## src/rtl/irqagg_pkg.sv

```systemverilog
package irqagg_pkg;
  localparam int NUM_MST     = 2;
  localparam int BLK_PER_MST = 7;
  localparam int SRC_W       = BLK_PER_MST + 1;
  localparam int NUM_BLK     = NUM_MST * BLK_PER_MST;
  localparam int NUM_SRC     = NUM_BLK * SRC_W;
  localparam int ADDR_W      = 16;
  localparam int BLK_IDX_W   = $clog2(NUM_BLK);
  localparam int MST_W       = (NUM_MST > 1) ? $clog2(NUM_MST) : 1;

  localparam int REG_BASE    = 'h100;
  localparam int MST0_OFS    = 'h30;
  localparam int MST_STRIDE  = 'h80;
  localparam int OFS_ROOT    = 0;
  localparam int OFS_CLR     = 1;
  localparam int OFS_MASK    = 8;
  localparam int OFS_RT      = 15;

  typedef enum logic [2:0] {ACC_NONE, ACC_MASTER, ACC_ROOT, ACC_MASK, ACC_RT, ACC_CLR} acc_e;

  typedef struct packed {
    acc_e                 kind;
    logic [MST_W-1:0]     mst;
    logic [BLK_IDX_W-1:0] blk;
  } acc_t;

  function automatic int mst_addr(input int m);
    return REG_BASE + MST0_OFS + m * MST_STRIDE;
  endfunction

  // read meaning of an address
  function automatic acc_t dec_rd(input logic [ADDR_W-1:0] a);
    acc_t r;
    int o;
    r = '{kind: ACC_NONE, mst: '0, blk: '0};
    for (int m = 0; m < NUM_MST; m++) begin
      o = int'(a) - mst_addr(m);
      if (o == 0) begin
        r.kind = ACC_MASTER;
        r.mst  = MST_W'(m);
      end else if (o > OFS_ROOT && o <= OFS_ROOT + BLK_PER_MST) begin
        r.kind = ACC_ROOT;
        r.blk  = BLK_IDX_W'(m * BLK_PER_MST + o - OFS_ROOT - 1);
      end else if (o > OFS_MASK && o <= OFS_MASK + BLK_PER_MST) begin
        r.kind = ACC_MASK;
        r.blk  = BLK_IDX_W'(m * BLK_PER_MST + o - OFS_MASK - 1);
      end else if (o > OFS_RT && o <= OFS_RT + BLK_PER_MST) begin
        r.kind = ACC_RT;
        r.blk  = BLK_IDX_W'(m * BLK_PER_MST + o - OFS_RT - 1);
      end
    end
    return r;
  endfunction

  // write meaning of an address
  function automatic acc_t dec_wr(input logic [ADDR_W-1:0] a);
    acc_t r;
    int o;
    r = '{kind: ACC_NONE, mst: '0, blk: '0};
    for (int m = 0; m < NUM_MST; m++) begin
      o = int'(a) - mst_addr(m);
      if (o > OFS_CLR && o <= OFS_CLR + BLK_PER_MST) begin
        r.kind = ACC_CLR;
        r.blk  = BLK_IDX_W'(m * BLK_PER_MST + o - OFS_CLR - 1);
      end else if (o > OFS_MASK && o <= OFS_MASK + BLK_PER_MST) begin
        r.kind = ACC_MASK;
        r.blk  = BLK_IDX_W'(m * BLK_PER_MST + o - OFS_MASK - 1);
      end
    end
    return r;
  endfunction
endpackage

```

## src/rtl/irqagg_decode.sv

```systemverilog
module irqagg_decode
  import irqagg_pkg::*;
(
  input  logic              clk_i,
  input  logic              rst_ni,
  input  logic [ADDR_W-1:0] addr_i,
  input  logic              wr_i,
  output logic [NUM_BLK-1:0] clr_we_o,
  output logic [NUM_BLK-1:0] mask_we_o,
  output acc_t              rd_acc_o
);
  acc_t wa;

  always_comb begin
    wa        = dec_wr(addr_i);
    rd_acc_o  = dec_rd(addr_i);
    clr_we_o  = '0;
    mask_we_o = '0;
    if (wr_i && wa.kind == ACC_CLR)  clr_we_o[wa.blk]  = 1'b1;
    if (wr_i && wa.kind == ACC_MASK) mask_we_o[wa.blk] = 1'b1;
  end

  AST_ONE_WR_TARGET: assert property (@(posedge clk_i) disable iff (!rst_ni) $onehot0({clr_we_o, mask_we_o}));
  AST_NO_WR_IDLE: assert property (@(posedge clk_i) disable iff (!rst_ni) !wr_i |-> ({clr_we_o, mask_we_o} == '0));
endmodule

```

## src/rtl/irqagg_block.sv

```systemverilog
module irqagg_block #(
  parameter int W = 8
) (
  input  logic         clk_i,
  input  logic         rst_ni,
  input  logic [W-1:0] raw_i,
  input  logic [W-1:0] wdata_i,
  input  logic         clr_we_i,
  input  logic         mask_we_i,
  output logic [W-1:0] root_o,
  output logic [W-1:0] mask_o,
  output logic         sum_o
);
  logic [W-1:0] raw_q, pend_q, mask_q, rise, clr;

  assign rise = raw_i & ~raw_q;
  assign clr  = clr_we_i ? wdata_i : '0;

  always_ff @(posedge clk_i or negedge rst_ni) begin
    if (!rst_ni) begin
      raw_q  <= '0;
      pend_q <= '0;
      mask_q <= '1;
    end else begin
      raw_q  <= raw_i;
      pend_q <= (pend_q & ~clr) | rise;  // new edge beats clear
      if (mask_we_i) mask_q <= wdata_i;
    end
  end

  assign root_o = pend_q & ~mask_q;
  assign mask_o = mask_q;
  assign sum_o  = |root_o;

  AST_EDGE_LATCH: assert property (@(posedge clk_i) disable iff (!rst_ni) (rise != '0) |=> ((pend_q & $past(rise)) == $past(rise)));
  AST_PEND_HOLD: assert property (@(posedge clk_i) disable iff (!rst_ni) !clr_we_i |=> ((pend_q & $past(pend_q)) == $past(pend_q)));
  AST_CLR_DROPS: assert property (@(posedge clk_i) disable iff (!rst_ni) clr_we_i |=> ((pend_q & $past(wdata_i & ~rise)) == '0));
  AST_MASK_LOAD: assert property (@(posedge clk_i) disable iff (!rst_ni) mask_we_i |=> (mask_o == $past(wdata_i)));
endmodule

```

## src/rtl/irq_aggregator.sv

```systemverilog
module irq_aggregator
  import irqagg_pkg::*;
(
  input  logic               clk_i,
  input  logic               rst_ni,
  input  logic [NUM_SRC-1:0] src_i,
  input  logic [ADDR_W-1:0]  addr_i,
  input  logic [SRC_W-1:0]   wdata_i,
  input  logic               wr_i,
  input  logic               rd_i,
  output logic [SRC_W-1:0]   rdata_o,
  output logic               irq_o
);
  logic [NUM_BLK-1:0] clr_we, mask_we, blk_sum;
  logic [SRC_W-1:0]   root_arr [NUM_BLK];
  logic [SRC_W-1:0]   mask_arr [NUM_BLK];
  logic [SRC_W-1:0]   raw_arr  [NUM_BLK];
  logic [SRC_W-1:0]   mst_val  [NUM_MST];
  logic [SRC_W-1:0]   rd_val, rdata_q;
  logic               irq_q;
  acc_t               rd_acc;

  irqagg_decode u_dec (
    .clk_i     (clk_i),
    .rst_ni    (rst_ni),
    .addr_i    (addr_i),
    .wr_i      (wr_i),
    .clr_we_o  (clr_we),
    .mask_we_o (mask_we),
    .rd_acc_o  (rd_acc)
  );

  for (genvar g = 0; g < NUM_BLK; g++) begin : g_blk
    assign raw_arr[g] = src_i[g*SRC_W +: SRC_W];
    irqagg_block #(.W(SRC_W)) u_blk (
      .clk_i     (clk_i),
      .rst_ni    (rst_ni),
      .raw_i     (raw_arr[g]),
      .wdata_i   (wdata_i),
      .clr_we_i  (clr_we[g]),
      .mask_we_i (mask_we[g]),
      .root_o    (root_arr[g]),
      .mask_o    (mask_arr[g]),
      .sum_o     (blk_sum[g])
    );
  end

  // bit 0 of each master carries the next master's summary
  for (genvar m = 0; m < NUM_MST; m++) begin : g_mst
    if (m == NUM_MST - 1) begin : g_last
      assign mst_val[m] = {blk_sum[m*BLK_PER_MST +: BLK_PER_MST], 1'b0};
    end else begin : g_chain
      assign mst_val[m] = {blk_sum[m*BLK_PER_MST +: BLK_PER_MST], |mst_val[m+1]};
    end
  end

  always_comb begin
    unique case (rd_acc.kind)
      ACC_MASTER: rd_val = mst_val[rd_acc.mst];
      ACC_ROOT:   rd_val = root_arr[rd_acc.blk];
      ACC_MASK:   rd_val = mask_arr[rd_acc.blk];
      ACC_RT:     rd_val = raw_arr[rd_acc.blk];
      default:    rd_val = '0;
    endcase
  end

  always_ff @(posedge clk_i or negedge rst_ni) begin
    if (!rst_ni) begin
      rdata_q <= '0;
      irq_q   <= 1'b0;
    end else begin
      if (rd_i) rdata_q <= rd_val;
      irq_q <= |mst_val[0];
    end
  end

  assign rdata_o = rdata_q;
  assign irq_o   = irq_q;

  AST_IRQ_LAG: assert property (@(posedge clk_i) disable iff (!rst_ni) 1'b1 |=> (irq_o == $past(blk_sum != '0)));
  AST_CHAIN_BIT: assert property (@(posedge clk_i) disable iff (!rst_ni) (mst_val[NUM_MST-1] != '0) |-> mst_val[0][0]);
  AST_RD_HOLD: assert property (@(posedge clk_i) disable iff (!rst_ni) !rd_i |=> $stable(rdata_o));
  AST_IRQ_QUIET: assert property (@(posedge clk_i) disable iff (!rst_ni) (blk_sum == '0) |=> !irq_o);
endmodule

```

## config.mk

```make
export PLATFORM = sky130hd
export DESIGN_NAME = irq_aggregator
export DESIGN_NICKNAME = d
export VERILOG_FILES = /design/src/rtl/irqagg_pkg.sv /design/src/rtl/irqagg_decode.sv /design/src/rtl/irqagg_block.sv /design/src/rtl/irq_aggregator.sv
export SDC_FILE = /design/constraint.sdc
export NUM_CORES = 1
export LEC_CHECK = 0
export BUFFER_PORTS_ARGS = -buffer_cell sky130_fd_sc_hd__buf_2
export CAP_MARGIN = 30
export CORE_UTILIZATION = 55
export DETAILED_ROUTE_END_ITERATION = 10
export GPL_TIMING_DRIVEN = 0
export MAX_ROUTING_LAYER = met4
export PLACE_DENSITY = 0.77
export SLEW_MARGIN = 10
export SYNTH_ARGS = -nofsm -noshare
export SYNTH_HDL_FRONTEND = slang
export SYNTH_HIERARCHICAL = 1
export SYNTH_SLANG_ARGS = --single-unit
export TNS_END_PERCENT = 30
```

## constraint.sdc

```tcl
create_clock -name clk_i -period 1.99 [get_ports clk_i]
set_input_delay 0.0995 -clock clk_i [delete_from_list [all_inputs] [get_ports clk_i]]
set_output_delay 0.0995 -clock clk_i [all_outputs]
set_load 0.005 [all_outputs]
```

# Word level (Yosys, flattened, before mapping)
# Index checks and enable logic that the tools add are counted.
# word_totals
output_inout_bits	9
in_bits	140
wordCells	270
register_bits	345
# classes
n_bitwise	100
n_addsub	15
reduce_logical	29
order_cmp	20
mux	56
eq_ne	6
# op_table
cell	count
bitwise AND 8 bit	42
inverter 8 bit	42
two-way mux 8 bit	23
OR 8 bit	14
OR reduction 112 bit	1
OR reduction 8 bit	14
binary-select mux 8 bit (select 4 bit)	3
greater-than comparator 17 x 5 -> 1 bit, second input constant	4
<= comparator 17 x 5 -> 1 bit, second input constant	4
zero test 32 bit	2
OR reduction 56 bit	1
two-way mux 4 bit	12
greater-than comparator 17 x 1 -> 1 bit, second input constant	2
greater-than comparator 17 x 2 -> 1 bit, second input constant	2
<= comparator 17 x 4 -> 1 bit, second input constant	2
<= comparator 17 x 6 -> 1 bit, second input constant	2
subtractor 16 x 9 -> 17 bit, second input constant	2
two-way mux 3 bit	11
case mux 8 bit (4 select lines)	1
subtractor 4 x 2 -> 4 bit, second input constant	8
two-way mux 14 bit	2
logical AND 1 bit	11
== test 3 x 2 -> 1 bit, second input constant	3
subtractor 4 x 1 -> 4 bit, second input constant	2
other kinds (13)	16

# Longest topological paths before layout
# depth
word_depth	16
mapped_depth	21
ltp_nobuf	15

# Cells and area by module
# Netlist, hierarchy kept.
# modules_own_cells
module	cells_each	area_each_um2	seq_area_each_um2	n_inst
irqagg_block	77	974.7	610.6	14
irq_aggregator	368	3488.3	225.2	1
irqagg_decode	221	1442.6	0.0	1

# Least setup slack after synthesis
# Ideal clock, no wire load.
# synth_timing
path_type	input -> register
startpoint	input addr_i[4]
endpoint	register rdata_q[5] (netlist: rdata_o[5])
n_path_buf	3
path_stages	16
arrival_ns	3.938
setup_ns	0.126
slack_ns	-2.074
t_required_ns	1.864
path_cell_list	ha_1 clkbuf_1 o31a_1 o21ai_0 nor4bb_1 nand3_1 o32ai_1 a31oi_1 a21oi_1 buf_6 buf_8 mux4_2 mux2i_1 nor3_1 or4_1 a221o_1
# synth_lines
element	line_no	text
start: declaration	irq_aggregator.sv:7	input logic [ADDR_W-1:0] addr_i,
end signal: assignment	irq_aggregator.sv:72	if (rd_i) rdata_q <= rd_val;
end: declaration	irq_aggregator.sv:19	logic [SRC_W-1:0] rd_val, rdata_q;

==> flow_summary.json <==
{
  "status": "finished, violations left",
  "violations": "setup timing",
  "skew_ps": 18.58,
  "ys_async_sr_fraction_pct": 100.0,
  "cts_tree": "built",
  "cts.sinks": 345,
  "cpPeakStageDelay_ps": 580,
  "regArea_sq_um": 8773,
  "fin_cells": 2508,
  "die_h_um": 185.8,
  "grt_pass1_wl_mm": 92.81,
  "synthCells": 1667,
  "slowest_stage": "mux4_2",
  "grt_start_max_net_pins": 112,
  "drt_iter0_markers": 1644,
  "crit_arrival_ps": 4190,
  "antenna_found_initial": 0,
  "avgSynthCellArea_sq_um": 11.14,
  "io_pins": 149,
  "holdWs_ps": 123.6,
  "diodes": 0,
  "dp_hpwl_mm": 40.40,
  "period_minus_slack_ps": 3785,
  "cp-end-kind": "flop",
  "fmaxAchievable_mhz": 264.2,
  "die_w_um": 185.8,
  "finalHoldViolations": 0,
  "finalSetupViolations": 233,
  "drt-total-wl_mm": 64.17,
  "synth_fp_nets": 1814,
  "drc": 0,
  "area_growth_pct": 33.83,
  "synth_cell_types": 82,
  "ys_warn_count": 6,
  "num_rows": 66,
  "tightest_slew_ps": 894.7,
  "path_max_fanout": 7,
  "dpl.cell_count": 2258,
  "ys_seq_elements": 345,
  "clock_latency_ps": 530,
  "final_nets": 2185,
  "routedWlPerCell_um": 25.59,
  "start_util_pct": 56.52,
  "cp.buffers_inverters": 4,
  "worst-setup-path-type": "in -> reg",
  "cp_data_required_time_ps": 2390,
  "total_leakage_power_nw": 10.82,
  "cp_top_family": "compound AO/OA/AOI/OAI gates",
  "via_count": 15680,
  "grt_pass1_vias": 15700,
  "grtUsageTotal_pct": 37.51,
  "synth.yosys.seq_area_share_pct": 47.23,
  "crit_chain": "buf_12 -> buf_4 -> a211oi_2 -> o21ai_0 -> a2111oi_2 -> clkbuf_2 -> nand4_1 -> nand2_1 -> nand3_2 -> a21oi_2 -> buf_6 -> mux4_2 -> mux2i_4 -> nor3_1 -> or4_1 -> a221o_1",
  "powerDensity_nw_per_um2": 644.2,
  "globalplace.congestion": 0.9837,
  "grt_setup_unrepaired": "yes",
  "core_area_sq_um": 32870,
  "fin_setup_tns_ps": -349470,
  "holdCritPathClass": "in -> reg",
  "root_buffer": "clkbuf_16",
  "clk_pin_slew_worst_paths_ps": 70,
  "setup_ws_ps": -1795,
  "post-route-period-util_pct": 190.2,
  "syn_area_sq_um": 18580,
  "dr.pass1.iters": 5,
  "ys.flop_type": "dfrtp_1",
  "via_per_inst": 6.254,
  "layout-drive-gt1-share_pct": 42.79,
  "cts_max_level": 2,
  "clockBufferDepth": 3,
  "slew_headroom_pct": 40.34,
  "gr-total-overflow": 0,
  "crit_path_start_kind": "input pin",
  "cts-buffers-inserted": 37,
  "mostFrequentLayoutCells": "nand2_1 (240), dfrtp_1 (233), buf_2 (143)",
  "final_common_cell": "nand2_1",
  "fillerInstances": 2029,
  "synth_edf_count": 0,
  "io_buffers": 143,
  "ant_nets": 0,
  "final-max-slew-violation-count": 0,
  "multi_input_comb_area_sq_um": 9985,
  "ir_drop_mv": 0.6147,
  "maxCapViolations": 0,
  "die-area_sq_um": 34510
}
sequential cells by signal (all words and copies together), names as in the netlist:
name / count
g_blk.u_blk/mask_o: 112
g_blk.u_blk/pend_q: 112
g_blk.u_blk/raw_q: 112
rdata_o: 8
irq_o: 1
layer usage:
layer	global-route usage, %	routed length, um	up-vias
li1	-	-	6581
met1	46.42	24410	7883
met2	60.45	30810	956
met3	5.752	4996	264
met4	18.10	3958	0
met5	-	0	-
cells by family (layout without fill, tap and decap cells):
kind of cell,Yosys count,count (layout),share of synthesized area [%]
simple gates,585,585,18.33
flops,345,345,47.23
compound gates,273,273,9.207
mux,243,243,18.87
buf+inv,202,601,5.334
xor+xnor,12,12,0.5658
fa+ha+maj,7,7,0.4715
tightest hold or removal path, delay by kind of cell:
| kind | cells | cell delay [ps] |
|---|---|---|
| simple gates | 1 | 90 |
| buf+inv | 1 | 160 |
| compound gates | 1 | 260 |
power by group:
part	switching, mW	leakage, nW	internal, mW
clock	2.92	0.653	4.66
combinational	0.735	6.60	0.522
sequential	0.0392	3.56	7.14
through the flow:
stage | cell area, sq um | setup WS, ps | utilization (%) | total power [mW]
after floorplan | 19090 | -1780 | - | 7.596
after global placement | 20360 | -5593 | 61.95 | 8.106
after detailed placement | 20470 | -3106 | 62.28 | 8.149
after CTS | 24240 | -1612 | 73.76 | 15.93
after global routing | 24860 | -1868 | 75.64 | 16.44
final | 24860 | -1795 | 75.64 | 16.01
Yosys cell counts (all sizes together), types with 4 or more instances:
cell type	count	share of area (%)
nand2b	6	0.20
and3	5	0.17
a211oi	10	0.40
a2111oi	4	0.19
buf	60	2.5
nand3	15	0.40
dfrtp	233	31
nor2	43	0.87
mux4	52	6.4
nor2b	120	6.3
o22ai	24	0.81
clkbuf	17	0.34
mux2i	73	3.9
nor3	48	1.3
a31oi	5	0.17
nand3b	5	0.20
mux2	118	8.6
inv	122	2.5
a21oi	22	0.61
nand2	283	5.7
xnor2	10	0.47
or4	7	0.32
nand4	8	0.27
o211ai	7	0.34
nor4	33	2.1
ha	7	0.47
o21ai	150	4.0
dfstp	112	16
worst paths after layout:
check                      slack [ps]                   endpoint                     start  cells after the start
setup / recovery                -1800                 rdata_o[3]                 addr_i[4]                     16
hold / removal                    120                 rdata_o[6]                      rd_i                      3
setup reg to reg                 -660                 rdata_o[0]  g_blk[8].u_blk/mask_o[0]                      8
hold reg to reg                   400  g_blk[13].u_blk/pend_q[5]  g_blk[13].u_blk/raw_q[5]                      1
max in group asynchronous         860    g_blk[9].u_blk/raw_q[5]                    rst_ni                      3
min in group asynchronous         140   g_blk[4].u_blk/pend_q[1]                    rst_ni                      2
area by class of cell:
class	instances	area share [%]
buffer	73	3.760
clock buffer	51	4.263
clock inverter	16	1.112
inverter	125	1.918
multi-input combinational	1120	40.16
sequential	345	35.29
tap	442	2.225
timing repair buffer	336	11.27
repair_timing:
item	CTS	global route
pin swaps	39	121
gates cloned	5	1
setup endpoints to repair	233	233
buffers inserted	51	24
hold buffers	113	0
resized for setup	201	153
hold endpoints to repair	291	0
Power figures use the tool's default switching activity.
